$ cat src/rtl/supgate_pkg.sv
package supgate_pkg;

    typedef struct packed {
        logic above_pf;
        logic above_bat;
    } supply_flags_t;

    localparam int FLAG_W = $bits(supply_flags_t);

    typedef enum logic {
        GATE_CLOSED = 1'b0,
        GATE_OPEN   = 1'b1
    } gate_state_e;

    function automatic logic on_battery(supply_flags_t f);
        return !f.above_pf && !f.above_bat;
    endfunction

endpackage

$ cat src/rtl/supgate_sync.sv
module supgate_sync #(
    parameter int W      = 2,
    parameter int STAGES = 2
) (
    input  logic         clk,
    input  logic         rst,
    input  logic [W-1:0] d_i,
    output logic [W-1:0] q_o
);
    logic [W-1:0] stage_q [STAGES];

    generate
        for (genvar s = 0; s < STAGES; s++) begin : g_stage
            if (s == 0) begin : g_first
                always_ff @(posedge clk) begin
                    if (rst) stage_q[0] <= '0;
                    else     stage_q[0] <= d_i;
                end
            end else begin : g_next
                always_ff @(posedge clk) begin
                    if (rst) stage_q[s] <= '0;
                    else     stage_q[s] <= stage_q[s-1];
                end
            end
        end
    endgenerate

    assign q_o = stage_q[STAGES-1];
endmodule

$ cat src/rtl/supgate_decide.sv
module supgate_decide
    import supgate_pkg::*;
(
    input  logic          clk,
    input  logic          rst,
    input  supply_flags_t flags_i,
    input  logic          rst_line_hi_i,
    output logic          use_battery_o,
    output logic          bus_en_o
);
    gate_state_e gate_q;
    logic        batt;

    assign batt = on_battery(flags_i);

    always_ff @(posedge clk) begin
        if (rst)
            gate_q <= GATE_CLOSED;
        else if (batt)
            gate_q <= GATE_CLOSED;
        else if (rst_line_hi_i)
            gate_q <= GATE_OPEN;
    end

    assign use_battery_o = batt;
    assign bus_en_o      = (gate_q == GATE_OPEN) && !batt;


    access_needs_line_chk: assert property (@(posedge clk) disable iff (rst)
        $rose(bus_en_o) |-> $past(rst_line_hi_i));


    access_blocked_batt_chk: assert property (@(posedge clk) disable iff (rst)
        use_battery_o |-> !bus_en_o);
endmodule

$ cat src/rtl/supgate_osc.sv
module supgate_osc
    import supgate_pkg::*;
(
    input  logic          clk,
    input  logic          rst,
    input  supply_flags_t flags_i,
    input  logic          on_batt_i,
    input  logic          osc_off_batt_i,
    output logic          osc_en_o
);
    logic seen_q;

    always_ff @(posedge clk) begin
        if (rst)                  seen_q <= 1'b0;
        else if (flags_i.above_pf) seen_q <= 1'b1;
    end

    assign osc_en_o = seen_q && !(on_batt_i && osc_off_batt_i);


    seen_sticky_chk: assert property (@(posedge clk) disable iff (rst)
        !$fell(seen_q));


    seen_from_pf_chk: assert property (@(posedge clk) disable iff (rst)
        $rose(seen_q) |-> $past(flags_i.above_pf));


    osc_off_batt_chk: assert property (@(posedge clk) disable iff (rst)
        (on_batt_i && osc_off_batt_i) |-> !osc_en_o);
endmodule

$ cat src/rtl/bkup_supply_gate.sv
module bkup_supply_gate
    import supgate_pkg::*;
#(
    parameter int SYNC_STAGES = 2
) (
    input  logic clk,
    input  logic rst,
    input  logic main_gt_pf_i,
    input  logic main_gt_bat_i,
    input  logic osc_off_batt_i,
    input  logic rst_line_hi_i,
    output logic use_battery_o,
    output logic bus_en_o,
    output logic osc_en_o
);
    supply_flags_t raw_flags;
    supply_flags_t sync_flags;
    logic [FLAG_W-1:0] sync_bits;

    assign raw_flags.above_pf  = main_gt_pf_i;
    assign raw_flags.above_bat = main_gt_bat_i;

    supgate_sync #(.W(FLAG_W), .STAGES(SYNC_STAGES)) u_sync (
        .clk (clk),
        .rst (rst),
        .d_i (raw_flags),
        .q_o (sync_bits)
    );

    assign sync_flags = supply_flags_t'(sync_bits);

    supgate_decide u_decide (
        .clk           (clk),
        .rst           (rst),
        .flags_i       (sync_flags),
        .rst_line_hi_i (rst_line_hi_i),
        .use_battery_o (use_battery_o),
        .bus_en_o      (bus_en_o)
    );

    supgate_osc u_osc (
        .clk            (clk),
        .rst            (rst),
        .flags_i        (sync_flags),
        .on_batt_i      (use_battery_o),
        .osc_off_batt_i (osc_off_batt_i),
        .osc_en_o       (osc_en_o)
    );


    batt_needs_both_low_chk: assert property (@(posedge clk) disable iff (rst)
        (main_gt_pf_i || main_gt_bat_i) |-> ##2 (!use_battery_o || !($past(main_gt_pf_i,2) || $past(main_gt_bat_i,2))));
endmodule

$ cat config.mk
export PLATFORM = sky130hd
export DESIGN_NAME = bkup_supply_gate
export DESIGN_NICKNAME = d
export VERILOG_FILES = /design/src/rtl/supgate_pkg.sv /design/src/rtl/supgate_sync.sv /design/src/rtl/supgate_decide.sv /design/src/rtl/supgate_osc.sv /design/src/rtl/bkup_supply_gate.sv
export SDC_FILE = /design/constraint.sdc
export NUM_CORES = 1
export LEC_CHECK = 0
export ABC_AREA = 0
export BUFFER_PORTS_ARGS = -buffer_cell sky130_fd_sc_hd__buf_4
export CORE_AREA = 2 2 39 41
export CTS_CLUSTER_SIZE = 25
export DETAILED_ROUTE_END_ITERATION = 6
export DIE_AREA = 0 0 41 43
export GPL_TIMING_DRIVEN = 1
export PLACE_DENSITY = 0.36
export SLEW_MARGIN = 20
export SYNTH_ARGS = -nofsm -noshare
export SYNTH_HDL_FRONTEND = slang
export SYNTH_HIERARCHICAL = 1
export SYNTH_SLANG_ARGS = --single-unit
$ cat constraint.sdc
create_clock -name clk -period 0.9 [get_ports clk]
set_input_delay 0.135 -clock clk [delete_from_list [all_inputs] [get_ports clk]]
set_output_delay 0.135 -clock clk [all_outputs]
set_load 0.02 [all_outputs]
---- Word level (Yosys, flattened, before mapping) ----
Memory sizes are Yosys's and may differ from the RTL's.
Index checks and enable logic that the tools add are counted.
operators by class
  muxes and demuxes ....................... 5
  bitwise logic cells ..................... 2
  reductions and logical operators ........ 9
operators with widths
  operator            count
  logical AND 1 bit   4
  zero test 1 bit     4
  2-to-1 mux 2 bit    2
  2-to-1 mux 1 bit    3
  bitwise OR 1 bit    2
  OR reduction 2 bit  1
storage, ports and cells
  flip-flop bits (word level) ............. 2
  memory bits (writable) .................. 4
  input bits .............................. 6
  output and inout bits ................... 3
  word-level logic and storage cells ...... 19
  memories kept ........................... 1
memories
  memory          depth  width  read ports  clocked after Yosys merged registers in  write ports  RTL line            source
  u_sync.stage_q  2      2      2           0                                        2            supgate_sync.sv:10  logic [W-1:0] stage_q [STAGES];

---- Longest topological paths before layout ----
Gate-level depths: netlist of the first run.
  depth in word-level cells ............... 5
  depth in mapped cells ................... 2
  depth with buffers taken out ............ 2

---- By module ----
The synthesis of the first run kept the hierarchy.
modules (own cells, without submodules)
  module          instances  cells each  area each (um2)  sequential area each (um2)
  supgate_sync    1          8           105.1            80.1
  supgate_decide  1          5           46.3             20.0
  supgate_osc     1          3           41.3             20.0

---- Worst setup path before layout of the first run ----
No wires, ideal clock.
  path kind ............................... register -> output
  start ................................... memory u_sync.stage_q[1][0]
  end ..................................... output port bus_en_o
  arrival time ............................ 0.778 ns
  data required time ...................... 0.765 ns
  path slack .............................. -0.013 ns
  stages on the path, launching flop included .. 3
  buffers on the path ..................... 0
  cells stage by stage .................... dfxtp_1 nor2_2 nor2b_1
RTL lines
  element          RTL line                source
  start, declared  supgate_sync.sv:10
  end, declared    bkup_supply_gate.sv:13  output logic bus_en_o,

==> impl_metrics.ini, run 1 <==
[status]
status = complete, but fails checks
violations = setup timing

[placement]
dp.cells = 40
numPortBuffers = 8
gp_congestion = 0.523

[drt]
post-route-drc-count = 0
wl_met3_um = 50
wl_met2_um = 128
via_per_inst = 3.41
antenna_left = 0
drt_iter0_markers = 0
wl_met1_um = 123
top_layer = met3
drt-pass1-iter-count = 1
routed-via-count = 150
wl_um = 302
wl_per_cell_um = 6.86

[clock_network]
cts_tree = done
clk_latency_ns = 0.24
clock_sinks = 6
root_buffer = clkbuf_4
cts_max_level = 1
clk_pin_slew_worst_paths_ns = 0.04
clk_path_buf_depth = 2
cts_buffers = 3

[floorplan]
initial_core_util = 0.139
die_w_um = 41
die-area_sq_mm = 0.00176
rows = 14
pin_count = 9
die_h_um = 43
core-area_sq_mm = 0.00138

[timing]
slew_headroom = 0.918
finalSetupTns_ns = -0.390
setup_viol = 3
tightestPinTransition_ns = 0.123
layout_setup_ws_ns = -0.151
slew_violations = 0
min_period_ns = 1.05
finClkSkew_ns = 0.00395
hold_violations = 0
hold_slack_ns = 0.0954
fmax_mhz = 951
fin_crit_sh = 1.17
rsz0062_at_grt = true

[global_routing]
track_usage = 0.0513
grt_pass1_wl_um = 483
first_global_vias = 131
antenna_found_initial = 0
grt_max_degree = 7
gr-total-overflow = 0

[critical_path]
required_ns = 0.76
max_stage_delay_ns = 0.33
path_delay_family = flip-flops
crit_path_end_kind = primary output
crit_path_start_kind = flip-flop
crit_chain = nor2_4 > nor2b_1 > buf_4
cp.arrival_ns = 0.92
cp_slowest_cell = dfxtp_2
path_class = reg2out
critPathMaxFanout = 4
critical_path_buf_inv_count = 1

[logic_synthesis]
synth_edf_count = 0
synth_nets = 22
synth_warnings = 6
yosysTopAreaCellShare = 0.623
yosysMostFrequentCell = dfxtp_1
synth.cell_area_sq_um = 193
synthTopCellsByCount = dfxtp_1, nor2b_1
yosys_register_bits = 6
yosysTopAreaCell = dfxtp_1
async_flop_share = 0
syn_avg_cell_area_sq_um = 12.0
synth_ff_type = dfxtp_1
synthTopCellsByArea = dfxtp_1, nor2b_1, a21boi_2
yosysSeqAreaShare = 0.623
syn-instance-count = 16
ys_types = 7

[final_layout]
nets = 36
final_util = 0.227
antenna_cells = 0
fin_cells = 44
drive_gt1_frac = 0.607
syn2layout_area_growth_pct = 63.0

[min_path]
hold_class = in2reg

[run]
maxCapViolCount = 0

[power_and_ir_drop]
leakage_nw = 0.140
finalPower_uw = 582
peakVddDrop_mv = 0.681
powerDensity_mw_per_mm2 = 1850
per-layer routing:
| metal | global-route usage | vias to the layer above |
|---|---|---|
| met4 | 0.0400 | 0 |
| met1 | 0.0387 | 65 |
| met3 | 0.0785 | 0 |
| li1 | - | 76 |
| met5 | 0 | - |
| met2 | 0.0563 | 9 |
flip-flops by register name, indices dropped and copies added, names as in the netlist:
name             count
u_sync/stage_q       4
u_decide/gate_q      1
u_osc/seen_q         1
cell type report:
class,instances,area (sq um)
multi-input combinational,10,77.6
tap,16,20.0
sequential,6,123
fill,155,1070
clock buffer,3,22.5
timing repair buffer,9,71.3
worst paths after layout:
kind	to	slack, ns	depth (start not counted)	startpoint
setup / recovery	bus_en_o	-0.15	3	u_sync/stage_q[1][1]
hold / removal	u_sync/stage_q[1][1]	0.1	2	rst
setup reg to reg	u_decide/gate_q	0.17	3	u_sync/stage_q[1][1]
hold reg to reg	u_sync/stage_q[1][0]	0.43	1	u_sync/stage_q[0][0]
cells in the final DEF (no fill, tap or decap), drive strengths merged:
cell	count
a21boi	1
buf	9
dfxtp	6
o21ba	1
nor2b	5
clkbuf	3
nor2	2
nor3	1
what timing repair did:
item | CTS | global route
hold buffers | 0 | 0
resized for setup | 2 | 1
buffers inserted | 0 | 1
pin swaps | 0 | 2
setup endpoints to repair | 3 | 3
power breakdown:
group / switching (mW) / internal (mW) / total, mW
Clock: 0.0863 / 0.150 / 0.236
Sequential: 0.00518 / 0.280 / 0.285
Combinational: 0.0239 / 0.0370 / 0.0609
kinds of logic after synthesis:
| kind of cell | synth area share |
|---|---|
| and+or+nand+nor | 0.266 |
| AOI/OAI and AO/OA | 0.110 |
| DFF | 0.623 |
per-stage QoR:
stage | instance area [sq um] | worst slack, ns
after floorplan | 198 | 0.0151
after global placement | 278 | 0.0815
after detailed placement | 278 | 0.0780
after CTS | 303 | -0.177
after global routing | 314 | -0.201
final | 314 | -0.151
(Power assumes the default switching activity.)
==> run 2, diff against run 1 <==
--- a/config.mk
+++ b/config.mk
@@ -7,12 +7,14 @@
 export LEC_CHECK = 0
 export ABC_AREA = 0
 export BUFFER_PORTS_ARGS = -buffer_cell sky130_fd_sc_hd__buf_4
+export CELL_PAD_IN_SITES_DETAIL_PLACEMENT = 2
+export CELL_PAD_IN_SITES_GLOBAL_PLACEMENT = 2
 export CORE_AREA = 2 2 39 41
 export CTS_CLUSTER_SIZE = 25
 export DETAILED_ROUTE_END_ITERATION = 6
 export DIE_AREA = 0 0 41 43
 export GPL_TIMING_DRIVEN = 1
-export PLACE_DENSITY = 0.36
+export PLACE_DENSITY = 0.5
 export SLEW_MARGIN = 20
 export SYNTH_ARGS = -nofsm -noshare
 export SYNTH_HDL_FRONTEND = slang
==> run 2 against run 1 <==
The flow still finishes with violations (setup timing). Critical path depth unchanged. Sequential power about the same. Setup slack got worse by 0.0085 ns. Non-clock buffer count unchanged. Hold slack about the same. Clock power increased by 3%.
==> impl_metrics.ini, run 2 (synthesized netlist as in run 1, its figures left out) <==
[final_layout]
largestRegisters = u_sync/stage_q (4), u_decide/gate_q (1), u_osc/seen_q (1)
antenna_cells = 0
syn2layout_area_growth_pct = 63.0
largest-register = u_sync/stage_q
final_common_cell = buf_4
fin_area_sq_um = 314
fin_cells = 44
nets = 36
drive_gt1_frac = 0.607
layout_common_cells = buf_4, nor2b_1, dfxtp_1, clkbuf_4, dfxtp_2
largest_reg_flops = 4

[drt]
post-route-drc-count = 0
drt-pass1-iter-count = 2
wl_per_cell_um = 8.70
drt_iter0_markers = 3
wl_um = 383
via_per_inst = 3.55
routed-via-count = 156
antenna_left = 0

[power_and_ir_drop]
leakage_nw = 0.140
peakVddDrop_mv = 0.336
powerDensity_mw_per_mm2 = 1880
finalPower_uw = 589

[placement]
numPortBuffers = 8
dp.cells = 40
gp_congestion = 0.499
place_ws_ns = 0.0578
placed_area_sq_um = 278

[timing]
tightestPinTransition_ns = 0.121
setup_viol = 3
fmax_mhz = 943
min_period_ns = 1.06
layout_setup_ws_ns = -0.160
slew_violations = 0
hold_violations = 0
rsz0062_at_grt = true
fin_crit_sh = 1.18
finalSetupTns_ns = -0.403
finClkSkew_ns = 0.00100
slew_headroom = 0.919

[clock_network]
clock_sinks = 6
cts_tree = done
clk_path_buf_depth = 2
root_buffer = clkbuf_4
clk_latency_ns = 0.24
clk_pin_slew_worst_paths_ns = 0.04
cts_hold_repair.buffers = 0
cts_buffers = 3
cts_max_level = 1

[critical_path]
crit_path_start = u_sync/stage_q[1][1]
path_class = reg2out
r2r-start = u_sync/stage_q[1][1]
crit_path_start_kind = flip-flop
r2r_cells = 3
crit_path_end_kind = primary output
critPathMaxFanout = 4
cp.arrival_ns = 0.92
required_ns = 0.76

[floorplan]
die_w_um = 41
initial_core_util = 0.139
rows = 14
pin_count = 9
core-area_sq_mm = 0.00138
die_h_um = 43
die-area_sq_mm = 0.00176

[status]
violations = setup timing
status = complete, but fails checks

[min_path]
min_path_cells = 2
hold_class = in2reg
worstHoldStart = rst

[run]
maxCapViolCount = 0

[global_routing]
track_usage = 0.0643
antenna_found_initial = 0
first_global_vias = 177
grt_pass1_wl_um = 662
gr-total-overflow = 0
grt_max_degree = 7
run 2: routing by layer:
metal	GRT usage	up-vias	part of all wire
met1	0.0581	72	0.36
met2	0.0781	9	0.52
met3	0.0471	0	0.12
li1	-	75	-
met5	0	-	0
met4	0.0800	0	0
run 2: power breakdown:
group	internal (mW)	leakage, nW	switching, mW
combinational	0.0370	0.0760	0.0242
sequential	0.280	0.0502	0.00550
clock	0.151	0.0138	0.0924
total	0.467	0.140	0.122
run 2: path summary, 6_finish.rpt:
check | to | slack (ns)
worst min register to register | u_sync/stage_q[1][0] | 0.44
worst max register to register | u_decide/gate_q | 0.17
worst min-delay path | u_sync/stage_q[1][0] | 0.1
worst max-delay path | bus_en_o | -0.16
run 2: critical path, cell delays in order, from the launching register on:
cell	delay [ns]
dfxtp_2	0.33
nor2_4	0.14
nor2b_1	0.06
buf_4	0.15
run 2: metrics by stage:
step	hold WS, ns	utilization
after floorplan	0.205	-
after global placement	0.347	0.201
after detailed placement	0.354	0.201
after CTS	0.0909	0.222
after global routing	0.0891	0.227
final	0.0957	0.227
run 2: layout make-up:
type | instances | area [sq um]
Sequential cell | 6 | 123
Fill cell | 164 | 1070
Clock buffer | 3 | 22.5
Multi-Input combinational cell | 10 | 77.6
Tap cell | 16 | 20.0
Timing Repair Buffer | 9 | 71.3
run 2: repair_timing:
| action | 4_1_cts | 5_1_grt |
|---|---|---|
| setup endpoints to repair | 3 | 3 |
| resized for setup | 3 | 0 |
| setup buffers | 0 | 1 |
| pin swaps | 1 | 1 |
